[src/rtl/tfe_pkg.sv]
package tfe_pkg;

    localparam int FRAME_LEN  = 48;
    localparam int POS_W      = $clog2(FRAME_LEN);
    localparam int BODY_START = 2;
    localparam int NT_PERIOD  = 20;
    localparam int NT_ECHO_A  = 8;
    localparam int NT_ECHO_B  = 18;
    localparam int NT_BODY    = 40;
    localparam int TE_PERIOD  = 22;
    localparam int TE_BODY    = 44;

    typedef enum logic [2:0] {
        SL_FRAME = 3'd0,
        SL_FBAL  = 3'd1,
        SL_DATA  = 3'd2,
        SL_ECHO  = 3'd3,
        SL_BAL   = 3'd4
    } slot_e;

    typedef struct packed {
        logic p;
        logic n;
    } sym_t;

    localparam sym_t SYM_NONE = '{p: 1'b0, n: 1'b0};
    localparam sym_t SYM_POS  = '{p: 1'b1, n: 1'b0};
    localparam sym_t SYM_NEG  = '{p: 1'b0, n: 1'b1};

    // Kind of bit carried at a frame position for the chosen direction.
    function automatic slot_e slot_kind(input logic [POS_W-1:0] pos, input logic nt);
        int p;
        int rel;
        p = int'(pos);
        if (p == 0)             return SL_FRAME;
        if (p == 1)             return SL_FBAL;
        if (p == FRAME_LEN - 1) return SL_BAL;
        if (nt) begin
            if (p >= BODY_START + NT_BODY) return SL_DATA;
            rel = (p - BODY_START) % NT_PERIOD;
            if (rel == NT_ECHO_A || rel == NT_ECHO_B) return SL_ECHO;
            return SL_DATA;
        end
        if (p >= BODY_START + TE_BODY) return SL_DATA;
        rel = (p - BODY_START) % TE_PERIOD;
        if (rel == 8 || rel == 10 || rel == 19 || rel == 21) return SL_BAL;
        return SL_DATA;
    endfunction

endpackage

[src/rtl/tfe_frame_sched.sv]
module tfe_frame_sched
    import tfe_pkg::*;
#(
    parameter int LEN = FRAME_LEN,
    localparam int W  = $clog2(LEN)
) (
    input  logic  clk,
    input  logic  rst,
    input  logic  dir_in,
    output slot_e kind,
    output logic  nt_eff
);
    localparam logic [W-1:0] LAST = W'(LEN - 1);

    logic [W-1:0] cnt;
    logic         dir_q;

    // Position 0 takes the live direction; later positions use the latched copy.
    assign nt_eff = (cnt == '0) ? dir_in : dir_q;
    assign kind   = slot_kind(POS_W'(cnt), nt_eff);

    always_ff @(posedge clk) begin
        if (rst) begin
            cnt   <= '0;
            dir_q <= 1'b0;
        end else begin
            cnt <= (cnt == LAST) ? '0 : cnt + 1'b1;
            if (cnt == '0) dir_q <= dir_in;
        end
    end

    // the position counter wraps to zero after the last position
    a_r1_frame_wrap: assert property (@(posedge clk) disable iff (rst)
        (cnt == LAST) |=> (cnt == '0));

    // the latched direction changes only at a frame start
    a_r9_dir_hold: assert property (@(posedge clk) disable iff (rst)
        (cnt != '0) |=> $stable(dir_q));

endmodule

[src/rtl/tfe_dc_balance.sv]
module tfe_dc_balance
    import tfe_pkg::*;
(
    input  logic  clk,
    input  logic  rst,
    input  slot_e kind,
    input  logic  data_in,
    input  logic  echo_in,
    output logic  line_bit
);
    logic odd;

    always_comb begin
        case (kind)
            SL_FRAME, SL_FBAL: line_bit = 1'b0;
            SL_DATA:           line_bit = data_in;
            SL_ECHO:           line_bit = echo_in;
            SL_BAL:            line_bit = ~odd;
            default:           line_bit = 1'b1;
        endcase
    end

    always_ff @(posedge clk) begin
        if (rst) begin
            odd <= 1'b0;
        end else begin
            case (kind)
                SL_FRAME, SL_FBAL, SL_BAL: odd <= 1'b0;
                SL_DATA, SL_ECHO:          if (!line_bit) odd <= ~odd;
                default:                   odd <= odd;
            endcase
        end
    end

    // a group closes with an even zero count, so parity is clear after it
    a_r7_group_closed: assert property (@(posedge clk) disable iff (rst)
        (kind == SL_BAL) |=> !odd);

endmodule

[src/rtl/tfe_ami_shaper.sv]
module tfe_ami_shaper
    import tfe_pkg::*;
(
    input  logic  clk,
    input  logic  rst,
    input  slot_e kind,
    input  logic  line_bit,
    output sym_t  sym,
    output logic  fsync
);
    logic next_neg;
    sym_t sym_d;
    sym_t sym_q;
    logic fs_q;

    always_comb begin
        sym_d = SYM_NONE;
        if (!line_bit) begin
            case (kind)
                SL_FRAME: sym_d = SYM_POS;
                SL_FBAL:  sym_d = SYM_NEG;
                default:  sym_d = next_neg ? SYM_NEG : SYM_POS;
            endcase
        end
    end

    always_ff @(posedge clk) begin
        if (rst) begin
            next_neg <= 1'b0;
            sym_q    <= SYM_NONE;
            fs_q     <= 1'b0;
        end else begin
            sym_q <= sym_d;
            fs_q  <= (kind == SL_FRAME);
            if (kind == SL_FBAL)
                next_neg <= 1'b1;
            else if (kind != SL_FRAME && !line_bit)
                next_neg <= ~next_neg;
        end
    end

    assign sym   = sym_q;
    assign fsync = fs_q;

    // both pulse flags are never raised together
    a_r2_no_both: assert property (@(posedge clk) disable iff (rst)
        !(sym_q.p && sym_q.n));

    // the framing symbol is a positive pulse
    a_r3_frame_pos: assert property (@(posedge clk) disable iff (rst)
        fs_q |-> (sym_q == SYM_POS));

    // the symbol after the framing pulse is negative
    a_r3_fbal_neg: assert property (@(posedge clk) disable iff (rst)
        fs_q |=> (sym_q == SYM_NEG));

endmodule

[src/rtl/ternary_frame_encoder.sv]
module ternary_frame_encoder
    import tfe_pkg::*;
(
    input  logic clk,
    input  logic rst,
    input  logic dir_nt,
    input  logic data_in,
    input  logic echo_in,
    output logic sym_p,
    output logic sym_n,
    output logic frame_sync,
    output logic bit_take
);
    slot_e kind;
    logic  nt_eff;
    logic  line_bit;
    sym_t  sym;

    tfe_frame_sched #(.LEN(FRAME_LEN)) u_sched (
        .clk    (clk),
        .rst    (rst),
        .dir_in (dir_nt),
        .kind   (kind),
        .nt_eff (nt_eff)
    );

    tfe_dc_balance u_bal (
        .clk      (clk),
        .rst      (rst),
        .kind     (kind),
        .data_in  (data_in),
        .echo_in  (echo_in),
        .line_bit (line_bit)
    );

    tfe_ami_shaper u_shape (
        .clk      (clk),
        .rst      (rst),
        .kind     (kind),
        .line_bit (line_bit),
        .sym      (sym),
        .fsync    (frame_sync)
    );

    assign sym_p    = sym.p;
    assign sym_n    = sym.n;
    assign bit_take = (kind == SL_DATA);

    // echo positions exist only in network-to-terminal frames
    a_r5_echo_dir: assert property (@(posedge clk) disable iff (rst)
        (kind == SL_ECHO) |-> nt_eff);

    // the cycle after reset shows no pulse
    a_r10_reset_idle: assert property (@(posedge clk)
        rst |=> (!sym_p && !sym_n && !frame_sync));

endmodule

[config.mk]
export PLATFORM = sky130hd
export DESIGN_NAME = ternary_frame_encoder
export DESIGN_NICKNAME = d
export VERILOG_FILES = /design/src/rtl/tfe_pkg.sv /design/src/rtl/tfe_frame_sched.sv /design/src/rtl/tfe_dc_balance.sv /design/src/rtl/tfe_ami_shaper.sv /design/src/rtl/ternary_frame_encoder.sv
export SDC_FILE = /design/constraint.sdc
export NUM_CORES = 1
export LEC_CHECK = 0
export ABC_AREA = 1
export BUFFER_PORTS_ARGS = -buffer_cell sky130_fd_sc_hd__buf_2
export CORE_UTILIZATION = 48
export DETAILED_ROUTE_END_ITERATION = 8
export GPL_ROUTABILITY_DRIVEN = 1
export PLACE_DENSITY_LB_ADDON = 0.25
export SLEW_MARGIN = 10
export SYNTH_ARGS = -nofsm -noshare
export SYNTH_HDL_FRONTEND = slang
export SYNTH_SLANG_ARGS = --single-unit
export TNS_END_PERCENT = 20
[constraint.sdc]
create_clock -name clk -period 3.2 [get_ports clk]
set_input_delay 0.16 -clock clk [delete_from_list [all_inputs] [get_ports clk]]
set_output_delay 0.16 -clock clk [all_outputs]
set_load 0.05 [all_outputs]
==> flow_summary.yaml <==
worst_setup_path:
  reg2reg_depth: 29
  cp_slowest_cell: "dfxtp_4"
  critPathRequiredTime_ns: 3.04
  path_buf_inv: 4
  critPathLaunchType: "register"
  r2r_end: "u_shape.next_neg"
  rr_startpoint: "u_sched.cnt[2]"
  cp.arrival_ns: 3.18
  crit_fanout: 5
  r2r_slack_ns: 0
  critPathKind: "reg2out"
  worst_path_dominant_cell_family: "simple AND/OR/NAND/NOR gates"
  crit_path_max_incr_delay_ns: 0.35
  crit_top_cell: "nand2_1"
  end_kind: "output port"
pwr:
  p_leak_uw: 0.00130
  p_int_uw: 680
  power_density_nw_per_um2: 531
  seqPwrFrac_pct: 12.7
  ir_drop_v: 0.000182
  combPwrFrac_pct: 76.7
  p_clk_share_pct: 10.6
  switchingPower_uw: 671
  switching_share_pct: 49.7
yosys:
  synth-async-reset-ratio_pct: 0
  synth_cells: 296
  synth_warnings: 0
  synth.cell_area_um2: 1840
  synth_cell_types: 41
  ys_seq_area_share_pct: 13.1
  yosysTopAreaCell: "nand2_1"
  synth_edf_count: 0
  syn_nets: 310
  synth_top_area_share_pct: 17.6
  synth_top_flop_cell: "dfxtp_1"
  synth.avg_cell_area_um2: 6.21
  synthTopCellsByArea: "nand2_1 18%, dfxtp_1 13%, inv_1 7.3%, nand3_1 7.3%, nand2_2 6.5%"
  ys_seq_elements: 12
global_routing:
  grt_max_degree: 14
  antenna_found_initial: 0
  grt_pass1_wl_mm: 7.67
  grt_pass1_vias: 1864
  grtUsageTotal_pct: 23.0
  grt_overflow: 0
floorplanning:
  core_um2: 3660
  start_util_pct: 50.2
  placement_rows: 22
  dieArea_um2: 4080
  dieWidth_um: 63.9
  ios: 9
  die_h_um: 63.9
sta:
  report.final.slew_viol_count: 0
  hold-worst-slack_ns: 0.175
  period_minus_slack_ns: 3.34
  finalWorstSetupSlack_ns: -0.141
  maxSlewHeadroom_pct: 69.0
  setup_tns_ns: -0.141
  grt_setup_unrepaired: "true"
  setup_viol: 1
  hold_violations: 0
  fmax_mhz: 299
  fin_crit_sh_pct: 104
  finalClockSkew_ns: 0.00273
  worstMarginPinSlew_ns: 0.461
placed_design:
  port_buffers: 8
  dpl.hpwl_mm: 3.51
  postPlaceCellArea_um2: 2200
  gp_congestion: 0.823
  dp.cells: 379
status:
  violations: "setup timing"
  outcome: "finished, violations left"
detailed_routing:
  vias_per_cell: 5.01
  drt_iter0_drc: 70
  first_pass_iters: 4
  drcViolationCount: 0
  vias: 1975
  wl_per_cell_um: 11.3
  wirelength_mm: 4.46
  ant_nets: 0
min_path:
  min_to: "u_shape.next_neg"
  hp-class: "in2reg"
  hp-start: "rst"
  hold_depth: 2
finish:
  nNetsFinal: 361
  drive_above_1_share_pct: 44.5
  design_area_um2: 2540
  fillerInstances: 318
  final_common_cell: "nand2_1"
  area_delta_synth_final_pct: 38.2
  layout_common_cells: "73 x nand2_1, 36 x buf_4, 31 x inv_1"
  antenna_cells: 0
  utilization_pct: 69.4
  instances_no_fill: 394
clock_network:
  cts_buffer_depth: 2
  cts_tree: "done"
  cts_buffers: 3
  cts-root-buf: "clkbuf_8"
  clk_pin_slew_worst_paths_ns: 0.05
  clkSinkCount: 12
  htreeDepth: 1
  clk_latency_ns: 0.24
job:
  maxCapViolCount: 0
## layer usage
metal | part of all wire (%) | up-vias | track usage, %
met5 | 0 | - | 0
met3 | 1.6 | 6 | 3.93
met4 | 0.81 | 0 | 3.69
li1 | - | 1052 | -
met2 | 52 | 20 | 42.7
met1 | 45 | 897 | 27.6
## layout make-up
type | count | area (um^2) | area share, %
well taps | 48 | 60.1 | 2.36
multi-input cells | 236 | 1610 | 63.4
flip-flops and latches | 12 | 255 | 10.0
inverters | 45 | 189 | 7.43
repair buffers | 49 | 382 | 15.0
clock buffers | 4 | 45.0 | 1.77
## worst max-delay path by stage
stage | endpoint | cells after the start | from
5_1_grt | bit_take | 29 | u_sched.cnt[2]
4_1_cts | bit_take | 27 | u_sched.cnt[2]
3_5_place_dp | bit_take | 27 | u_sched.cnt[1]
2_1_floorplan | bit_take | 28 | u_sched.cnt[1]
3_3_place_gp | bit_take | 25 | u_sched.cnt[1]
6_report | bit_take | 27 | u_sched.cnt[2]
## Yosys cell counts, types with 5 or more instances
cell / instances
inv_2: 7
dfxtp_1: 12
nand3_2: 5
nor2_2: 5
nand3_1: 27
ha_1: 9
nor2_1: 27
a21oi_1: 9
inv_1: 36
nand2_2: 19
o21ai_0: 5
nand2_1: 86
## state kept, by name (all words and copies together), names as in the netlist
| register | count |
|---|---|
| u_bal.odd | 1 |
| u_sched.cnt | 6 |
| u_sched.dir_q | 1 |
| u_shape.fsync | 1 |
| u_shape.next_neg | 1 |
| u_shape.sym | 2 |
## cells by family after synthesis
logic type      after synthesis  share of synthesized area (%)
flops                        12                           13.1
xor+xnor                      2                          0.953
mux                           1                          0.544
fa+ha+maj                     9                           6.12
simple gates                197                           59.2
buf+inv                      48                           11.0
compound gates               27                           9.12
## power by group through the flow
stage               clock network [uW]  registers (uW)  logic [uW]
floorplan                            0             190         620
global placement                     0             174         856
detailed placement                   0             174         865
CTS                                146             171         934
global route                       154             172        1150
finish                             143             171        1040
## through the flow
stage | setup slack [ns] | total power [uW]
global placement | -0.0158 | 1030
finish | -0.141 | 1350
floorplan | 0.00180 | 810
detailed placement | -0.0531 | 1040
CTS | -0.125 | 1250
global route | -0.339 | 1480
## timing repair
action / 4_1_cts / 5_1_grt
setup endpoints to repair: 4 / 5
pin swaps: 26 / 28
hold buffers: 0 / 0
resized for setup: 22 / 37
buffers inserted: 6 / 5
Power figures use the tool's default switching activity.
